[config.mk]
export PLATFORM = sky130hd
export DESIGN_NAME = sync_strobe_gen
export DESIGN_NICKNAME = d
export VERILOG_FILES = /design/src/rtl/strobe_pkg.sv /design/src/rtl/strobe_seq_ctrl.sv /design/src/rtl/strobe_window_dec.sv /design/src/rtl/strobe_out_reg.sv /design/src/rtl/sync_strobe_gen.sv
export SDC_FILE = /design/constraint.sdc
export NUM_CORES = 1
export LEC_CHECK = 0
export ABC_AREA = 1
export ABC_CLOCK_PERIOD_IN_PS = 1950
export BUFFER_PORTS_ARGS = -buffer_cell sky130_fd_sc_hd__buf_4
export CORE_AREA = 2 2 41 43
export DETAILED_ROUTE_END_ITERATION = 8
export DIE_AREA = 0 0 43 45
export HOLD_SLACK_MARGIN = 0.06
export PLACE_DENSITY = 0.73
export REMOVE_ABC_BUFFERS = 1
export SYNTH_ARGS = -nofsm -noshare
export SYNTH_HDL_FRONTEND = slang
export SYNTH_HIERARCHICAL = 1
export SYNTH_SLANG_ARGS = --single-unit
[constraint.sdc]
create_clock -name clk -period 1.95 [get_ports clk]
set_clock_uncertainty 0.1 [all_clocks]
set_input_delay 0.0975 -clock clk [delete_from_list [all_inputs] [get_ports clk]]
set_output_delay 0.0975 -clock clk [all_outputs]
set_load 0.05 [all_outputs]
[src/rtl/strobe_pkg.sv]
package strobe_pkg;

    typedef enum logic {
        SEQ_IDLE = 1'b0,
        SEQ_RUN  = 1'b1
    } seq_state_e;

    localparam int NUM_STROBES = 3;
    localparam int IDX_GATE    = 0;
    localparam int IDX_TIP     = 1;
    localparam int IDX_BP      = 2;

endpackage

[src/rtl/strobe_seq_ctrl.sv]
module strobe_seq_ctrl
    import strobe_pkg::*;
#(
    parameter int CNT_W    = 9,
    parameter int TERM_CNT = 511
) (
    input  logic             clk,
    input  logic             rst,
    input  logic             trig_i,
    output seq_state_e       state_o,
    output logic [CNT_W-1:0] count_o
);

    localparam logic [CNT_W-1:0] TERM_V = CNT_W'(TERM_CNT);

    seq_state_e       state_q;
    seq_state_e       state_d;
    logic [CNT_W-1:0] count_q;
    logic             at_term;

    assign at_term = (count_q == TERM_V);

    // next-state selection
    always_comb begin
        state_d = state_q;
        unique case (state_q)
            SEQ_IDLE: if (trig_i)  state_d = SEQ_RUN;   // START
            SEQ_RUN:  if (at_term) state_d = SEQ_IDLE;  // WRAP
            default:  state_d = SEQ_IDLE;
        endcase
    end

    // state register
    always_ff @(posedge clk) begin
        if (rst) begin
            state_q <= SEQ_IDLE;                        // RESET
        end else begin
            state_q <= state_d;
        end
    end

    // count register, driven by the current state
    always_ff @(posedge clk) begin
        if (rst) begin
            count_q <= '0;
        end else begin
            unique case (state_q)
                SEQ_IDLE: count_q <= '0;
                SEQ_RUN:  count_q <= at_term ? '0 : count_q + 1'b1;
                default:  count_q <= '0;
            endcase
        end
    end

    assign state_o = state_q;
    assign count_o = count_q;

endmodule

[src/rtl/strobe_window_dec.sv]
module strobe_window_dec #(
    parameter int CNT_W = 9,
    parameter int START = 0,
    parameter int LEN   = 11
) (
    input  logic [CNT_W-1:0] count_i,
    input  logic             run_i,
    output logic             hit_o
);

    localparam logic [CNT_W:0] START_V = (CNT_W+1)'(START);
    localparam logic [CNT_W:0] LEN_V   = (CNT_W+1)'(LEN);

    logic [CNT_W:0] offset;

    // a count below START wraps to a value far above LEN
    assign offset = {1'b0, count_i} - START_V;
    assign hit_o  = run_i && (offset < LEN_V);

endmodule

[src/rtl/strobe_out_reg.sv]
module strobe_out_reg #(
    parameter bit ACTIVE_LOW = 1'b0,
    parameter bit MASKABLE   = 1'b0
) (
    input  logic clk,
    input  logic rst,
    input  logic hit_i,
    input  logic lock_n_i,
    output logic strobe_o
);

    logic active;

    assign active = hit_i && (!MASKABLE || lock_n_i);

    always_ff @(posedge clk) begin
        if (rst) begin
            strobe_o <= ACTIVE_LOW;
        end else begin
            strobe_o <= active ^ ACTIVE_LOW;
        end
    end

endmodule

[src/rtl/sync_strobe_gen.sv]
module sync_strobe_gen
    import strobe_pkg::*;
#(
    parameter int CNT_W      = 9,
    parameter int TERM_CNT   = 511,
    parameter int STROBE_LEN = 11,
    parameter int GATE_START = 0,
    parameter int TIP_START  = 14,
    parameter int BP_START   = 30
) (
    input  logic clk,
    input  logic rst,
    input  logic sync_trig,
    input  logic vlock_n,
    output logic edge_gate,
    output logic tip_samp_n,
    output logic bp_samp_n,
    output logic busy
);

    localparam int  START_TAB [NUM_STROBES] = '{GATE_START, TIP_START, BP_START};
    localparam bit  LOW_TAB   [NUM_STROBES] = '{1'b0, 1'b1, 1'b1};
    localparam bit  MASK_TAB  [NUM_STROBES] = '{1'b0, 1'b1, 1'b1};

    seq_state_e             state;
    logic [CNT_W-1:0]       count;
    logic                   run;
    logic [NUM_STROBES-1:0] hit;
    logic [NUM_STROBES-1:0] strobe;

    strobe_seq_ctrl #(
        .CNT_W    (CNT_W),
        .TERM_CNT (TERM_CNT)
    ) u_seq (
        .clk     (clk),
        .rst     (rst),
        .trig_i  (sync_trig),
        .state_o (state),
        .count_o (count)
    );

    assign run = (state == SEQ_RUN);

    for (genvar i = 0; i < NUM_STROBES; i++) begin : g_strobe
        strobe_window_dec #(
            .CNT_W (CNT_W),
            .START (START_TAB[i]),
            .LEN   (STROBE_LEN)
        ) u_dec (
            .count_i (count),
            .run_i   (run),
            .hit_o   (hit[i])
        );

        strobe_out_reg #(
            .ACTIVE_LOW (LOW_TAB[i]),
            .MASKABLE   (MASK_TAB[i])
        ) u_reg (
            .clk      (clk),
            .rst      (rst),
            .hit_i    (hit[i]),
            .lock_n_i (vlock_n),
            .strobe_o (strobe[i])
        );
    end

    assign edge_gate  = strobe[IDX_GATE];
    assign tip_samp_n = strobe[IDX_TIP];
    assign bp_samp_n  = strobe[IDX_BP];
    assign busy       = run;

endmodule

-- After elaboration in Yosys (flattened, before gate mapping)
Index checks and enable logic that the tools add are counted.
- register bits: 13
- output and inout bits: 4
- add/subtract/negate cells: 3
- magnitude comparators: 3
- eq/ne operators: 1
- mux-type cells: 5
- bitwise gates (word level): 3
- reductions and logical operators: 5
- operators by type and width (cell ; count):
    $lt 10x4->1 const B ; 2
    $pmux 9 s2 ; 1
    $sub 9x4->10 const B ; 1
    $sub 9x5->10 const B ; 1
    $add 9x1->9 const B ; 1
    $eq 9x9->1 const B ; 1
    $lt 9x4->1 const B ; 1
    $mux 9 ; 1
    $logic_and 1x1->1 ; 5
    $not 1->1 ; 3
    $mux 1 ; 2
    $pmux 1 s2 ; 1

-- Depth between registers and ports, before layout
- depth in word-level cells: 5
- mapped depth: 9
- gate-level depth less buffers: 9

-- Modules after synthesis
Netlist, hierarchy kept.
- modules (own cells, without submodules) (module ; instances ; cells an instance ; area an instance (µm²)):
    strobe_seq_ctrl ; 1 ; 57 ; 421.7
    strobe_window_dec (g_strobe[1].u_dec) ; 1 ; 24 ; 110.1
    strobe_window_dec (g_strobe[2].u_dec) ; 1 ; 26 ; 108.9
    strobe_out_reg (g_strobe[1].u_reg ...) ; 2 ; 3 ; 33.8
    strobe_window_dec (g_strobe[0].u_dec) ; 1 ; 10 ; 47.5
    strobe_out_reg (g_strobe[0].u_reg) ; 1 ; 3 ; 30.0

-- Worst setup path before layout
OpenSTA, ideal clock, no wires.
- path kind: register -> register
- start: register u_seq.count_q[1] (netlist: u_seq/count_o[1])
- end: register u_seq.state_q (netlist: u_seq/state_o)
- setup time: 127 ps
- arrival: 1521 ps
- slack: 202 ps
- cell stages (with the launch flop): 10
- path buffers: 0
- path through: dfxtp_1 -> ha_1 -> nand3_1 -> nor2_1 -> nand2_1 -> nor2_1 -> ha_1 -> nor3_4 -> inv_1 -> o21ai_0
- word-level cells in the longest chain between the ends: 3
- ends and longest elaborated chain (element ; RTL line ; source):
    start: declaration ; strobe_seq_ctrl.sv:18 ; logic [CNT_W-1:0] count_q;
    start signal: assignment ; strobe_seq_ctrl.sv:49 ; SEQ_RUN: count_q <= at_term ? '0 : count_q + 1'b1;
    $eq 9x9->1 ; strobe_seq_ctrl.sv:21 ; assign at_term = (count_q == TERM_V);
    $mux 1 ; strobe_seq_ctrl.sv:28 ; SEQ_RUN: if (at_term) state_d = SEQ_IDLE;
    $pmux 1 s2 ; strobe_seq_ctrl.sv:26 ; unique case (state_q)
    end signal: assignment ; strobe_seq_ctrl.sv:38 ; state_q <= state_d;
    end: declaration ; strobe_seq_ctrl.sv:16 ; seq_state_e state_q;
No other way between the ends.
A chain may end at the register's enable or synchronous reset.

-- Final worst setup path
- start: register u_seq.count_q[0] (netlist: u_seq/count_o[0])
- end: register u_seq.count_q[2] (netlist: u_seq/count_o[2])
- word-level cells in the longest chain between the ends: 3
- elaborated cells on any way between the ends: 4
- classes of those cells: 1 x add/sub; 1 x eq/ne; 2 x mux
- ends and longest elaborated chain (element ; RTL line ; source):
    $add 9x1->9 / $eq 9x9->1 (equally long branches) ; strobe_seq_ctrl.sv:49, strobe_seq_ctrl.sv:21 ;
    $mux 9 * ; strobe_seq_ctrl.sv:49 ;
    $pmux 9 s2 * ; strobe_seq_ctrl.sv:47 ; unique case (state_q)
Mark *: on every way between the ends. The rest lies on a longest branch, timed or not.

==> run summary <==
The worst register-to-register path has a depth of 9. Summing all flip-flop and latch instances after layout gives 260 um^2. Worst min-delay path category: reg -> reg. A synthesized cell averages 6.24 um^2.

Gates resized during post-CTS repair numbered 0. The run gives 0.000523 V as the peak supply drop. The count of antenna-violating nets left after detailed routing came out at 0. In the final routed layout, each cell accounts on average for 9.08 um.

The setup path with the least slack is of type reg -> reg. For the worst setup path, the data arrival time is 1.83 ns. The max-cap check violation count was 0; the share of cells above drive strength 1 was 16.4%.

Counting flops and latches in the post-synthesis netlist gives 13. After legalization and detailed placement, the total HPWL measured 1100 um. The final count of pins violating max slew came out at 0. The post-synthesis cell area was 786 um^2. For this block, the initial DRC count from the detailed router was 15.

Static timing analysis puts the maximum clock frequency at 578 MHz. Number of detailed-route iterations in the first pass: 4. After synthesis, flip-flops and latches occupy 33.1% of the total area.

Buffers added to address setup during post-CTS repair amount to 0. Number of H-tree branching levels: 1. The overall power was 511 uW; the non-filler instance count after layout was 162.

The clock passes through at most 2 buffers. Area of the die: 1940 um^2. The total global-route track usage is 17.8%, and the I/O pin count is 8. Y dimension of the die: 45 um. The run gives 65.2% as the final design utilization. The part of the cycle the worst path needs is 88.7%, and the number of clock sinks is 13. STA classifies the critical path startpoint as a flop. The count of cells along the worst hold path was 2. The multi-input combinational cells in the finished layout cover a total of 435 um^2.

The worst hold margin was 0.462 ns; the setup TNS was 0 ns. The later pin in the worst-skew pair is clocked with a latency of 0.27 ns. The core region is 1470 um^2.

For the number of fillers in the final layout, the log shows 149. The logs give 2480 um for the global-route wire length before repair and 85.8% for the relative max-transition margin. The via count of the first global-routing pass was 623; the final worst slack was 0.220 ns. TritonCTS built the clock tree. For this run, the post-layout net count is 155. The final layout contains routed wiring with a total length of 1470 um. Synthesis handed over a netlist of 126 instances. The global route total overflow came out at 0.

After detailed placement, the total cell area comes to 903 um^2. The actual transition at the worst max-transition pin was 0.212 ns. Critical-path maximum fanout: 7. The tools report the total CTS buffers as 3. For the number of antenna violations at the first check in global routing, the log shows 0.

The run gives 960 um^2 as the total non-filler cell area in the finished layout. The floorplan step set the die width to 43 um. The flow ran to the end, and the final reports show no timing, DRC or antenna violations.

The final count of negative-setup-slack endpoints is 0. Setup repair after global routing left no endpoint under its margin. During synthesis, Yosys emitted a total of 6 warnings. The root buffer cell is clkbuf_4. The initial utilization of the core area, before any placement, comes to 53.4%. The power per cell area is 533 nW/um^2, and the worst path required time is 2.05 ns. The number of placed cells counting well taps came out at 155.

The tools report the weighted congestion at the end of routability-driven global placement as 0.793. The via total after detailed routing was 728. After clock tree synthesis, the clock-pin slew on the worst setup and hold paths is 0.07 ns. The detailed-route DRC error count is 0, and the post-synthesis cell type count is 14. The number of buffers added to fix hold violations after cts is 3, and the worst slack at placement is 0.216 ns. The sort of element at the end of the critical path is a flop. Time the worst path needs with I/O delays and setup: 1.73 ns.

From synthesis to final layout, the design area changed by 22.1%. The average vias per placed instance came out at 4.49. The logs give 14 for the number of placement rows and 0.421 nW for the leakage power figure. Entering global routing, the biggest net connects 11 pins. The count of buffers added on input and output ports is 7. The final hold violation count is 0, and the total inserted antenna cells is 0.
==> path summary, 6_finish.rpt <==
path	start	endpoint	slack (ns)
max	u_seq/count_o[0]	u_seq/count_o[2]	0.22
min	u_seq/count_o[0]	u_seq/count_o[0]	0.46
max reg2reg	u_seq/count_o[0]	u_seq/count_o[2]	0.22
min reg2reg	u_seq/count_o[0]	u_seq/count_o[0]	0.46
==> worst max-delay path, stage by stage, from the launching register on <==
cell     delay [ns]
dfxtp_1        0.31
ha_1           0.22
nand3_1        0.13
nor2_1         0.07
nand2_1        0.07
nor2_1         0.05
ha_1           0.20
nor3_4         0.23
inv_1          0.15
nor3_1         0.14
==> metal layers <==
metal  vias up  wire length (um)  track usage, %
li1        417                 -               -
met1       301               712            20.6
met2         6               688            30.3
met3         4                35            3.60
met4         0                35            10.9
met5         -                 0               0
==> Yosys cell counts <==
cell	n	area (um^2)
ha_1	4	50.1
nor3_4	1	16.3
inv_1	24	90.1
nor3_1	1	5.00
nor2_1	32	120
nand3_1	6	30.0
dfxtp_1	13	260
o21ai_0	1	5.00
a21oi_1	5	25.0
o21bai_1	2	15.0
nand3_2	2	20.0
nand2_1	28	105
or2_0	2	12.5
nor2_2	5	31.3
==> registers in the layout, summed over array words and instances, names as in the netlist <==
name                     cells
u_seq/state_o                1
u_seq/count_o                9
g_strobe.u_reg/strobe_o      3
==> cell type report <==
class                   count  area share (%)
multi-input cells          89            45.4
flip-flops and latches     13            27.1
repair buffers             16            13.3
inverters                  24            9.39
clock buffers               4            2.74
well taps                  16            2.09
==> where the power goes <==
part	total, mW	switching (mW)	internal [mW]
sequential	0.276	0.00448	0.271
combinational	0.0738	0.0453	0.0285
clock	0.162	0.0823	0.0793
==> cells in the final DEF, fill, tap and decap left out, drive strengths merged <==
cell and n:
nor2 37, nand2 28, inv 24, dfxtp 13
buf 13, nand3 8, a21oi 5, ha 4
clkbuf 4, dlygate4sd3 3, o21bai 2, or2 2
nor3 2, o21ai 1
==> cells by family (layout without fill, tap and decap cells) <==
group	after synthesis	count (layout)	share of synthesized area (%)
AND/OR/NAND/NOR	77	77	43.3
buffers and inverters	24	44	11.5
flip-flops	13	13	33.1
AO/OA/AOI/OAI	8	8	5.73
adder cells (fa/ha/maj)	4	4	6.37
Power figures use the tool's default switching activity.
